$ cat config.mk
export PLATFORM = sky130hd
export DESIGN_NAME = blc_loop
export DESIGN_NICKNAME = d
export VERILOG_FILES = /design/src/rtl/blc_pkg.sv /design/src/rtl/blc_obwin.sv /design/src/rtl/blc_avg.sv /design/src/rtl/blc_lead.sv /design/src/rtl/blc_dac.sv /design/src/rtl/blc_loop.sv
export SDC_FILE = /design/constraint.sdc
export NUM_CORES = 1
export LEC_CHECK = 0
export ABC_AREA = 1
export BUFFER_PORTS_ARGS = -buffer_cell sky130_fd_sc_hd__buf_2
export CAP_MARGIN = 10
export CORE_ASPECT_RATIO = 1.2
export CORE_MARGIN = 4
export CORE_UTILIZATION = 41
export CTS_CLUSTER_SIZE = 28
export DETAILED_ROUTE_END_ITERATION = 7
export PLACE_DENSITY = 0.54
export SYNTH_ARGS = -nofsm -noshare
export SYNTH_HDL_FRONTEND = slang
export SYNTH_HIERARCHICAL = 1
export SYNTH_SLANG_ARGS = --single-unit
$ cat constraint.sdc
create_clock -name clk_i -period 6.4 [get_ports clk_i]
set_clock_uncertainty 0.1 [all_clocks]
set_input_delay 0.32 -clock clk_i [delete_from_list [all_inputs] [get_ports clk_i]]
set_output_delay 0.32 -clock clk_i [all_outputs]
set_load 0.02 [all_outputs]
$ cat src/rtl/blc_pkg.sv
package blc_pkg;

  typedef enum logic {
    LOOP_NORMAL = 1'b0,
    LOOP_FAST   = 1'b1
  } loop_mode_e;

  // black target = setting * 2 + 14
  function automatic logic [6:0] target_code(input logic [4:0] sel);
    return {1'b0, sel, 1'b0} + 7'd14;
  endfunction

  // fast multiplier as a left shift: 4, 8, 16, 32
  function automatic logic [2:0] mult_shift(input logic [1:0] sel);
    return {1'b0, sel} + 3'd2;
  endfunction

  // exit hold count: 1, 2, 4, 8 measurements
  function automatic logic [3:0] hold_count(input logic [1:0] sel);
    return 4'd1 << sel;
  endfunction

endpackage

$ cat src/rtl/blc_obwin.sv
module blc_obwin #(
  parameter int CODE_W    = 10,
  parameter int WIN_FIRST = 5,
  parameter int WIN_LEN   = 8,
  localparam int WIN_LAST = WIN_FIRST + WIN_LEN - 1,
  localparam int CNT_W    = $clog2(WIN_LAST + 1),
  localparam int SUM_W    = CODE_W + $clog2(WIN_LEN)
) (
  input  logic              clk_i,
  input  logic              rst_ni,
  input  logic [CODE_W-1:0] code_i,
  input  logic              ob_i,
  input  logic              ob_inv_i,
  output logic              win_done_o,
  output logic [SUM_W-1:0]  win_sum_o
);

  logic             act, act_q, edge_s, in_win;
  logic [CNT_W-1:0] cnt_q, cnt_d;
  logic [SUM_W-1:0] acc_q, acc_d, sum_q, sum_d;
  logic             done_q, done_d;

  assign act    = ob_i ^ ob_inv_i;
  assign edge_s = act & ~act_q;
  assign in_win = (cnt_q >= CNT_W'(WIN_FIRST)) && (cnt_q <= CNT_W'(WIN_LAST));

  always_comb begin
    cnt_d  = cnt_q;
    acc_d  = acc_q;
    sum_d  = sum_q;
    done_d = 1'b0;
    if (edge_s) begin
      // new pulse always restarts, partial sum is dropped
      cnt_d = CNT_W'(1);
      acc_d = '0;
    end else if (cnt_q != '0) begin
      if (cnt_q == CNT_W'(WIN_LAST)) begin
        cnt_d  = '0;
        acc_d  = '0;
        sum_d  = acc_q + SUM_W'(code_i);
        done_d = 1'b1;
      end else begin
        cnt_d = cnt_q + CNT_W'(1);
        if (in_win) begin
          acc_d = acc_q + SUM_W'(code_i);
        end
      end
    end
  end

  always_ff @(posedge clk_i or negedge rst_ni) begin
    if (!rst_ni) begin
      act_q  <= 1'b0;
      cnt_q  <= '0;
      acc_q  <= '0;
      sum_q  <= '0;
      done_q <= 1'b0;
    end else begin
      act_q  <= act;
      cnt_q  <= cnt_d;
      acc_q  <= acc_d;
      sum_q  <= sum_d;
      done_q <= done_d;
    end
  end

  assign win_done_o = done_q;
  assign win_sum_o  = sum_q;

endmodule

$ cat src/rtl/blc_avg.sv
module blc_avg #(
  parameter int CODE_W  = 10,
  parameter int WIN_LEN = 8,
  parameter int LINES   = 4,
  localparam int WIN_SH  = $clog2(WIN_LEN),
  localparam int LINE_SH = $clog2(LINES),
  localparam int SUM_W   = CODE_W + WIN_SH,
  localparam int TOT_W   = SUM_W + LINE_SH,
  localparam int LC_W    = (LINE_SH > 0) ? LINE_SH : 1
) (
  input  logic              clk_i,
  input  logic              rst_ni,
  input  logic              win_done_i,
  input  logic [SUM_W-1:0]  win_sum_i,
  input  logic              avg4_i,
  output logic              meas_v_o,
  output logic [CODE_W-1:0] meas_code_o
);

  logic [LC_W-1:0]  line_q, line_d;
  logic [TOT_W-1:0] tot_q, tot_d, tot_now;
  logic             last_line;

  assign tot_now   = tot_q + TOT_W'(win_sum_i);
  assign last_line = !avg4_i || (line_q == LC_W'(LINES - 1));

  always_comb begin
    line_d = line_q;
    tot_d  = tot_q;
    if (win_done_i) begin
      if (last_line) begin
        line_d = '0;
        tot_d  = '0;
      end else begin
        line_d = line_q + LC_W'(1);
        tot_d  = tot_now;
      end
    end
  end

  always_ff @(posedge clk_i or negedge rst_ni) begin
    if (!rst_ni) begin
      line_q <= '0;
      tot_q  <= '0;
    end else begin
      line_q <= line_d;
      tot_q  <= tot_d;
    end
  end

  assign meas_v_o    = win_done_i & last_line;
  // taking the top CODE_W bits divides by the sample count
  assign meas_code_o = avg4_i ? tot_now[TOT_W-1 -: CODE_W] : win_sum_i[SUM_W-1 -: CODE_W];

endmodule

$ cat src/rtl/blc_lead.sv
module blc_lead
  import blc_pkg::*;
(
  input  logic       clk_i,
  input  logic       rst_ni,
  input  logic       gain_chg_i,
  input  logic       meas_v_i,
  input  logic       err_big_i,
  input  logic [1:0] hold_sel_i,
  output logic       fast_o
);

  loop_mode_e mode_q, mode_d;
  logic [3:0] hold_q, hold_d, hold_inc;

  assign hold_inc = hold_q + 4'd1;

  always_comb begin
    mode_d = mode_q;
    hold_d = hold_q;
    if (gain_chg_i) begin
      mode_d = LOOP_FAST;
      hold_d = '0;
    end else if (meas_v_i && (mode_q == LOOP_FAST)) begin
      if (err_big_i) begin
        hold_d = '0;
      end else if (hold_inc >= hold_count(hold_sel_i)) begin
        mode_d = LOOP_NORMAL;
        hold_d = '0;
      end else begin
        hold_d = hold_inc;
      end
    end
  end

  always_ff @(posedge clk_i or negedge rst_ni) begin
    if (!rst_ni) begin
      mode_q <= LOOP_NORMAL;
      hold_q <= '0;
    end else begin
      mode_q <= mode_d;
      hold_q <= hold_d;
    end
  end

  assign fast_o = (mode_q == LOOP_FAST);

endmodule

$ cat src/rtl/blc_dac.sv
module blc_dac
  import blc_pkg::*;
#(
  parameter int CODE_W     = 10,
  parameter int DAC_W      = 10,
  parameter int NORM_SHIFT = 3,
  localparam int MAX_SH    = 5,
  localparam int STEP_W    = CODE_W + 1 + MAX_SH,
  localparam int ACC_W     = ((STEP_W > DAC_W) ? STEP_W : DAC_W) + 2
) (
  input  logic                     clk_i,
  input  logic                     rst_ni,
  input  logic                     meas_v_i,
  input  logic                     fast_i,
  input  logic signed [CODE_W:0]   err_i,
  input  logic [1:0]               mult_sel_i,
  output logic signed [STEP_W-1:0] step_o,
  output logic [DAC_W-1:0]         dac_o
);

  logic signed [STEP_W-1:0] err_x, step;
  logic signed [ACC_W-1:0]  sum, dac_max;
  logic [DAC_W-1:0]         dac_q, dac_d;

  assign err_x   = {{MAX_SH{err_i[CODE_W]}}, err_i};
  assign step    = fast_i ? (err_x <<< mult_shift(mult_sel_i)) : (err_x >>> NORM_SHIFT);
  assign sum     = $signed({{(ACC_W-DAC_W){1'b0}}, dac_q}) +
                   $signed({{(ACC_W-STEP_W){step[STEP_W-1]}}, step});
  assign dac_max = $signed({{(ACC_W-DAC_W){1'b0}}, {DAC_W{1'b1}}});

  always_comb begin
    dac_d = dac_q;
    if (meas_v_i) begin
      if (sum < 0) begin
        dac_d = '0;
      end else if (sum > dac_max) begin
        dac_d = {DAC_W{1'b1}};
      end else begin
        dac_d = sum[DAC_W-1:0];
      end
    end
  end

  always_ff @(posedge clk_i or negedge rst_ni) begin
    if (!rst_ni) begin
      dac_q <= {1'b1, {(DAC_W-1){1'b0}}};
    end else if (meas_v_i) begin
      dac_q <= dac_d;
    end
  end

  assign step_o = step;
  assign dac_o  = dac_q;

endmodule

$ cat src/rtl/blc_loop.sv
module blc_loop
  import blc_pkg::*;
#(
  parameter int CODE_W     = 10,
  parameter int DAC_W      = 10,
  parameter int WIN_FIRST  = 5,
  parameter int WIN_LEN    = 8,
  parameter int LINES      = 4,
  parameter int NORM_SHIFT = 3,
  parameter int FAST_TH    = 32,
  localparam int SUM_W     = CODE_W + $clog2(WIN_LEN),
  localparam int STEP_W    = CODE_W + 6
) (
  input  logic              clk_i,
  input  logic              rst_ni,
  input  logic [CODE_W-1:0] code_i,
  input  logic              ob_i,
  input  logic              ob_inv_i,
  input  logic [4:0]        clamp_sel_i,
  input  logic              avg4_i,
  input  logic              gain_chg_i,
  input  logic [1:0]        mult_sel_i,
  input  logic [1:0]        hold_sel_i,
  output logic [DAC_W-1:0]  dac_o,
  output logic              fast_o
);

  logic                     win_done, meas_v, err_big;
  logic [SUM_W-1:0]         win_sum;
  logic [CODE_W-1:0]        meas_code;
  logic signed [CODE_W:0]   err;
  logic [CODE_W:0]          err_mag;
  logic signed [STEP_W-1:0] step_s;

  blc_obwin #(.CODE_W(CODE_W), .WIN_FIRST(WIN_FIRST), .WIN_LEN(WIN_LEN)) u_win (
    .clk_i(clk_i), .rst_ni(rst_ni), .code_i(code_i), .ob_i(ob_i), .ob_inv_i(ob_inv_i),
    .win_done_o(win_done), .win_sum_o(win_sum)
  );

  blc_avg #(.CODE_W(CODE_W), .WIN_LEN(WIN_LEN), .LINES(LINES)) u_avg (
    .clk_i(clk_i), .rst_ni(rst_ni), .win_done_i(win_done), .win_sum_i(win_sum),
    .avg4_i(avg4_i), .meas_v_o(meas_v), .meas_code_o(meas_code)
  );

  assign err     = $signed({{(CODE_W-6){1'b0}}, target_code(clamp_sel_i)}) -
                   $signed({1'b0, meas_code});
  assign err_mag = err[CODE_W] ? (CODE_W+1)'(-err) : (CODE_W+1)'(err);
  assign err_big = err_mag > (CODE_W+1)'(FAST_TH);

  blc_lead u_lead (
    .clk_i(clk_i), .rst_ni(rst_ni), .gain_chg_i(gain_chg_i), .meas_v_i(meas_v),
    .err_big_i(err_big), .hold_sel_i(hold_sel_i), .fast_o(fast_o)
  );

  blc_dac #(.CODE_W(CODE_W), .DAC_W(DAC_W), .NORM_SHIFT(NORM_SHIFT)) u_dac (
    .clk_i(clk_i), .rst_ni(rst_ni), .meas_v_i(meas_v), .fast_i(fast_o), .err_i(err),
    .mult_sel_i(mult_sel_i), .step_o(step_s), .dac_o(dac_o)
  );

endmodule

Word-level counts from Yosys, hierarchy flattened
Index checks and enable logic that the tools add are counted.
- bits in registers: 64
- input port bits: 25
- output and inout bits: 11
- logic and storage cells: 73
- $add $sub $neg: 10
- magnitude comparators: 6
- equality and inequality tests: 3
- shift operators: 2
- multiplexer cells: 25
- bitwise logic cells: 5
- reduce and logical (&&, ||, !) cells: 12
- operators with widths (cell ; number):
    two-way mux 13 bit ; 4
    two-way mux 10 bit ; 3
    two-way mux 4 bit ; 7
    adder 11 x 16 -> 17 bit ; 1
    > comparator 17 x 11 -> 1 bit, second input constant ; 1
    less-than comparator 17 x 1 -> 1 bit, second input constant ; 1
    two-way mux 16 bit ; 1
    <<< shifter 11 x 3 -> 16 bit ; 1
    adder 15 x 13 -> 15 bit ; 1
    two-way mux 15 bit ; 1
    adder 13 x 10 -> 13 bit ; 1
    > comparator 11 x 6 -> 1 bit, second input constant ; 1
    two-way mux 11 bit ; 1
    negation 11 bit ; 1
    subtractor 7 x 10 -> 11 bit ; 1
    adder 4 x 1 -> 4 bit, second input constant ; 2
    adder 6 x 4 -> 7 bit, second input constant ; 1
    two-way mux 1 bit ; 7
    AND reduction 3 bit ; 2
    nonzero test 2 bit ; 3
    == test 4 bit, second input constant ; 1
    greater-or-equal comparator 4 x 3 -> 1 bit, second input constant ; 1
    greater-or-equal comparator 4 bit ; 1
    <= comparator 4 bit, second input constant ; 1
    other kinds (15) ; 18

Depth between registers and ports, before layout
Gate-level depths: netlist of run 1.
- depth after elaboration: 9
- gate-level depth with buffers: 42
- gate-level depth less buffers: 42

Cells and area by module
Netlist of run 1, hierarchy kept.
- modules (own cells, without submodules) (module ; times used ; cells each ; area an instance (sq um)):
    blc_obwin ; 1 ; 277 ; 2055.7
    blc_avg ; 1 ; 255 ; 1599.0
    blc_dac ; 1 ; 244 ; 1480.2
    blc_loop ; 1 ; 148 ; 783.3
    blc_lead ; 1 ; 51 ; 391.6

Worst setup path after synthesis of run 1
OpenSTA, ideal clock, no wires.
- kind: reg2reg
- start: register u_win.sum_q[0] (netlist: u_win/win_sum_o[0])
- end: register u_dac.dac_q[2] (netlist: u_dac/dac_o[2])
- library setup time: 0.116 ns
- arrival time: 4.856 ns
- path slack: 1.327 ns
- cell stages (with the launch flop): 41
- path buffers: 0
- period minus slack after synthesis: 5.073 ns
- path through: dfrtp_1 -> ha_1 -> fa_1 -> nand2_1 -> nand2_1 -> nand3_1 -> nand2_1 -> xor2_1 -> nand2_1 -> nand2_1 -> ha_1 -> inv_1 -> ha_1 -> inv_1 -> fa_1 -> inv_1 -> nand3_1 -> nand2_1 -> [5 not listed] -> nand2_1 -> nand2_1 -> a221o_1 -> ha_1 -> nand2_1 -> inv_1 -> a21oi_1 -> nand3_1 -> nand2_1 -> nand2_1 -> nor2_1 -> nand2_1 -> nor2_2 -> nand2_2 -> nand2_4 -> nand2_1 -> nand2_1 -> nand2_1
- word-level cells in the longest chain between the ends: 9
- ends and longest elaborated chain (what ; line ; source):
    start, declared ; blc_obwin.sv:20 ; logic [SUM_W-1:0] acc_q, acc_d, sum_q, sum_d;
    start signal, assigned ; blc_obwin.sv:62 ; sum_q <= sum_d;
    adder 15 x 13 -> 15 bit * ; blc_avg.sv:24 ; assign tot_now = tot_q + TOT_W'(win_sum_i);
    two-way mux 10 bit * ; blc_avg.sv:53 ; assign meas_code_o = avg4_i ? tot_now[TOT_W-1 -: CODE_W] : win_sum_i[SUM_W-1 -: CODE_W];
    via meas_code[1] ; blc_loop.sv:30 ; logic [CODE_W-1:0] meas_code;
    subtractor 7 x 10 -> 11 bit * ; blc_loop.sv:45 ; assign err = $signed({{(CODE_W-6){1'b0}}, target_code(clamp_sel_i)}) -
    via err[7] ; blc_loop.sv:31 ; logic signed [CODE_W:0] err;
    <<< shifter 11 x 3 -> 16 bit * ; blc_dac.sv:26 ; assign step = fast_i ? (err_x <<< mult_shift(mult_sel_i)) : (err_x >>> NORM_SHIFT);
    two-way mux 16 bit * ; blc_dac.sv:26 ;
    via step_s[9] ; blc_loop.sv:33 ; logic signed [STEP_W-1:0] step_s;
    adder 11 x 16 -> 17 bit * ; blc_dac.sv:27 ; assign sum = $signed({{(ACC_W-DAC_W){1'b0}}, dac_q}) +
    > comparator 17 x 11 -> 1 bit ; blc_dac.sv:36 ; end else if (sum > dac_max) begin
    two-way mux 10 bit ; blc_dac.sv:36 ;
    two-way mux 10 bit * ; blc_dac.sv:34 ; if (sum < 0) begin
    end signal, assigned ; blc_dac.sv:46 ; dac_q <= {1'b1, {(DAC_W-1){1'b0}}};
    end, declared ; blc_dac.sv:23 ; logic [DAC_W-1:0] dac_q, dac_d;
Mark *: on every way through the listed nets, which the timed path passes. The rest lies on a longest branch.
A chain may end at the register's enable or synchronous reset.

Worst setup path after layout of run 1
- start: register u_win.sum_q[0] (netlist: u_win/win_sum_o[0])
- end: register u_dac.dac_q[6] (netlist: u_dac/dac_o[6])
Same word-level chain as after synthesis.

==> reports/qor.csv, run 1 <==
metric,value,unit
outcome,finished clean,
Fin Hold WS,54.75,ps
initial antenna violation count,0,
H-tree level count,3,
# rows,49,
final slew viol count,0,
CTS root buf,clkbuf_16,
Worst setup startpoint,u_win/win_sum_o[0]$_DFFE_PN0P_,
ANT cells,0,
CTS Buffer Depth,2,
unrepaired setup endpoints after global routing,no,
CTS tree,yes,
CTS Buf Count,9,
chip height,143.9,um
routability cong.,0.8743,
1st-iter DRT viols,232,
CP dominant cell by count,nand2_1,
Critical Path AT,5710,ps
CP peak stage delay,410,ps
synthesized area,6306,um^2
DIE AREA,17440,um^2
CP Max Fanout,8,
global-route wire length before repair,26.29,mm
synthesis warning total,6,
core region area,15020,um^2
Remaining DRCs,0,
Min-Delay Path Class,input pin to asynchronous set/reset pin,
post_cts resized,0,
Post-Synthesis Cells,974,
Mean Syn Cell Area,6.474,um^2
period utilisation layout,87.06,%
Final Hold Fails,0,
Starting Density,41.98,%
area added between synthesis and finish,10.71,%
share of cells above drive strength 1,11.50,%
CP startpoint kind,flop,
"non-filler cells, final",1221,
FF-to-FF Start,u_win/win_sum_o[0]$_DFFE_PN0P_,
vias per cell,4.768,
Final Setup Violations,0,
vias in the first global route,5699,
"Req. time, crit path",6530,ps
placed cell count,1205,
GR Overflow Total,0,
fin nets,1097,
die width,121.2,um
Setup crit end kind,flop,
"leading cell type in the layout, fill and taps excluded",nand2_1,
Least-Margin Pin Slew,846.4,ps
"Slowest-stage cell, CP",fa_1,
Period minus WS final,5572,ps
clock latency on the worst-skew pair,340,ps
CTS sink cnt,64,
fmax,0.1795,GHz
setup total negative slack,0,ps
post-route ant nets,0,
largest net degree at the start of global routing,65,
"Reg clk slew, reported paths",60,ps
"Net Count, Synth",1059,
DP HPWL,12.72,mm
post-CTS setup buffer count,0,
Hold Buf Count CTS,0,
IO Port Bufs,35,
worst slew margin relative to its limit,43.57,%
Routed WL,15.53,mm
Worst Reg-to-Reg Cells,40,
first drt pass iteration count,4,
via count,5822,
most frequent cells in the layout,"nand2_1, inv_1, nand3_1, dfrtp_1, ha_1",
Tot GR Track Use,18.73,%
Top Ports,36,
Routed WL per cell,12.72,um
critical path type,flop to flop,
Max-Cap Viols,0,
-- registers in the layout (all words and copies together) (netlist names) --
register	flops
u_avg/line_q	2
u_avg/tot_q	15
u_dac/dac_o	10
u_lead/fast_o	1
u_lead/hold_q	4
u_win/acc_q	13
u_win/act_q	1
u_win/cnt_q	4
u_win/win_done_o	1
u_win/win_sum_o	13
-- through the flow --
stage | instance area, um^2 | util, % | worst slack (ps)
3_5_place_dp | 6673 | 44.42 | 859.7
6_report | 6982 | 46.48 | 828.3
3_3_place_gp | 6673 | 44.42 | 937.2
2_1_floorplan | 6306 | - | 1327
4_1_cts | 6982 | 46.48 | 815.9
5_1_grt | 6982 | 46.48 | 211.9
-- layout make-up --
cell class                 count  area, um^2
clock buffer                  12       256.5
clock inverter                 4       52.55
fill                        1641        8039
inverter                     151       571.8
multi-input combinational    749        4053
sequential                    64        1603
tap                          204       255.2
timing repair buffer          37       190.2
-- metal layers --
layer	routed length [um]	track usage, %	vias up	part of all wire [%]
met2	8047	34.92	56	52
li1	-	-	3136	-
met3	279	2.480	19	1.8
met4	305	6.667	0	2.0
met1	6902	21.91	2611	44
met5	0	0	-	0
-- critical path: cells and delay by family (launching register included) --
family / cells / cell delay [ps]
and+or+nand+nor: 26 / 2190
DFF: 1 / 370
adders and majority gates: 6 / 1710
AOI/OAI and AO/OA: 2 / 500
xor gates and xnor gates: 1 / 200
buffers and inverters: 5 / 350
-- worst paths after layout --
kind	endpoint	slack, ps
max reg2reg	u_dac/dac_o[6]$_DFFE_PN0P_	830
max in group asynchronous	u_avg/tot_q[14]$_DFFE_PN0P_	5580
min reg2reg	u_win/acc_q[8]$_DFFE_PN0P_	380
min in group clk_i	u_win/act_q$_DFF_PN0_	110
min	u_win/acc_q[11]$_DFFE_PN0P_	50
max	u_dac/dac_o[6]$_DFFE_PN0P_	830
Power of run 1 is not shown: default switching activity piles up to over one toggle a cycle in this logic, so the estimate is an artifact.
==> inputs of run 2 (changes only) <==
Settings changed: ABC_AREA 1 to default, GPL_TIMING_DRIVEN from default to 0.
==> run 2 against run 1 <==
The run now ends with hold timing left. Clock-buffer cell count shrank 1. Core utilization increased by 2.6 points. Cell count decreased by 27%. Via count down 12%. Non-clock buffer count is 33 higher. Synthesized area shrank 5.3%. Synthesized cell count fell by 33%. Sequential share of layout area decreased by 0.22 points. Largest cell class unchanged.
==> reports/qor.csv, run 2 <==
metric,value,unit,change
post-route setup slack,270.5,ps,was 828.3 ps
IO Port Bufs,34,,was 35
Mean Syn Cell Area,9.188,um^2,was 6.474 um^2
Critical Path AT,6280,ps,was 5710 ps
M1 wire length,6.556,mm,was 6.902 mm
most frequent cells in the layout,"dfrtp_1, nand2_1, ha_1, buf_2, inv_1",,"was nand2_1, inv_1, nand3_1, dfrtp_1, ha_1"
Least-Margin Pin Slew,821.1,ps,was 846.4 ps
Min-Delay Path Class,input pin to asynchronous set/reset pin,,unchanged
vias per cell,5.724,,was 4.768
Routed WL per cell,16.48,um,was 12.72 um
CTS root buf,clkbuf_16,,unchanged
pre-CTS setup slack,-673.1,ps,was 859.7 ps
vias in the first global route,5076,,was 5699
Routed WL,14.69,mm,was 15.53 mm
Final Hold Fails,17,,was 0
Worst setup startpoint,u_win/win_sum_o[0]$_DFFE_PN0P_,,unchanged
Post-Synthesis Cells,650,,was 974
# rows,48,,was 49
Tot GR Track Use,17.60,%,was 18.73%
CTS tree,yes,,unchanged
worst slew margin relative to its limit,45.26,%,was 43.57%
failing checks,hold timing,,
"Slowest-stage cell, CP",mux2i_4,,was fa_1
DR top layer,met4,,unchanged
area added between synthesis and finish,18.06,%,was 10.71%
share of cells above drive strength 1,24.02,%,was 11.50%
core region area,14350,um^2,was 15020 um^2
synthesized area,5972,um^2,was 6306 um^2
"leading cell type in the layout, fill and taps excluded",dfrtp_1,,was nand2_1
critical path type,flop to flop,,unchanged
Fin Hold WS,-10.73,ps,was 54.75 ps
largest net degree at the start of global routing,65,,unchanged
H-tree level count,3,,unchanged
CP startpoint kind,flop,,unchanged
fin util,49.12,%,was 46.48%
CP Max Fanout,8,,unchanged
met2 WL post-DR,7.548,mm,was 8.047 mm
Filler cells,1356,,was 1641
first drt pass iteration count,6,,was 4
initial antenna violation count,0,,unchanged
CTS Buf Count,9,,unchanged
Starting Density,41.61,%,was 41.98%
post-route ant nets,0,,unchanged
CP peak stage delay,410,ps,about the same
1st-iter DRT viols,273,,was 232
fmax,0.1631,GHz,was 0.1795 GHz
register with the most flip-flops,u_avg/tot_q,,unchanged
routability cong.,0.8831,,was 0.8743
DIE AREA,16570,um^2,was 17440 um^2
final slew viol count,0,,unchanged
outcome,"finished, violations left",,was finished clean
setup total negative slack,0,ps,unchanged
via count,5100,,was 5822
register area,1603,um^2,unchanged
Remaining DRCs,0,,unchanged
CTS sink cnt,64,,unchanged
GR Overflow Total,0,,unchanged
crit path buf inv count,2,,was 5
Crit path max-delay family,compound AO/OA/AOI/OAI gates,,was simple AND/OR/NAND/NOR gates
Max-Cap Viols,0,,unchanged
synthesis warning total,6,,unchanged
WL met3,376,um,was 279 um
"Net Count, Synth",735,,was 1059
ANT cells,0,,unchanged
"Req. time, crit path",6550,ps,was 6530 ps
fin nets,796,,was 1097
FF-to-FF Start,u_win/win_sum_o[0]$_DFFE_PN0P_,,unchanged
period utilisation layout,95.77,%,was 87.06%
Period minus WS final,6129,ps,was 5572 ps
number of flip-flops in the largest register,15,,unchanged
Final Setup Violations,0,,unchanged
clock latency on the worst-skew pair,330,ps,was 340 ps
DP HPWL,10.92,mm,was 12.72 mm
die width,118.2,um,was 121.2 um
"Reg clk slew, reported paths",60,ps,about the same
multi-input logic area,4369,um^2,was 4053 um^2
Setup crit end kind,flop,,unchanged
Top Ports,36,,unchanged
chip height,140.2,um,was 143.9 um
CTS Buffer Depth,2,,unchanged
global-route wire length before repair,24.34,mm,was 26.29 mm
Hold Buf Count CTS,0,,unchanged
## run 2: worst paths after layout
| check | end | slack [ps] | depth (start not counted) |
|---|---|---|---|
| max reg2reg | u_dac/dac_o[9]$_DFFE_PN1P_ | 270 | 25 |
| max in group asynchronous | u_avg/tot_q[4]$_DFFE_PN0P_ | 5670 | 1 |
| min reg2reg | u_win/win_sum_o[0]$_DFFE_PN0P_ | 380 | 2 |
| min in group clk_i | u_lead/fast_o$_DFFE_PN0P_ | 120 | 2 |
| max | u_dac/dac_o[9]$_DFFE_PN1P_ | 270 | 25 |
| min | u_win/cnt_q[1]$_DFFE_PN0P_ | -10 | 1 |
## run 2: worst reg2reg max path: stages, from the launching register on
cell and delay (ps):
dfrtp_1 380, ha_1 230, fa_2 360, a21o_1 230, a221oi_4 300, xnor2_1 120, mux2_2 310, ha_1 290
inv_2 90, ha_4 160, inv_1 50, fa_2 360, nand2b_4 170, a21o_1 200, a21oi_1 170, o21ai_1 110
xor2_2 220, mux2_2 310, ha_4 300, and3_1 180, a21boi_1 200, a21oi_2 80, a211oi_2 280, mux2i_4 410
and3b_1 230, a32oi_2 220
## run 2: through the flow
| stage | instance area [um^2] | std cells |
|---|---|---|
| after floorplan | 5972 | 650 |
| after global placement | 6361 | 859 |
| after detailed placement | 6364 | 859 |
| after CTS | 6847 | 880 |
| after global routing | 7051 | 891 |
| final | 7051 | 891 |
## run 2: repair_timing
action	in CTS	in global routing
pin swaps	4	13
gates resized for setup	23	23
gates cloned	0	0
endpoints found under the setup margin	10	10
buffers inserted	6	11
## run 2: layout make-up
| type | count | share of cell area [%] |
|---|---|---|
| inverter | 39 | 2.076 |
| buffer | 19 | 1.562 |
| tap | 175 | 3.106 |
| multi-input combinational | 527 | 61.97 |
| clock buffer | 11 | 3.443 |
| sequential | 64 | 22.73 |
| timing repair buffer | 51 | 4.312 |
| clock inverter | 5 | 0.7986 |
## run 2: routing by layer
metal  vias to the layer above  global-route usage [%]
met4                         0                   5.123
met1                      2457                   21.94
li1                       2542                       -
met2                        83                   31.62
met5                         -                       0
met3                        18                   2.423
Power of run 2 is left out for the same reason.
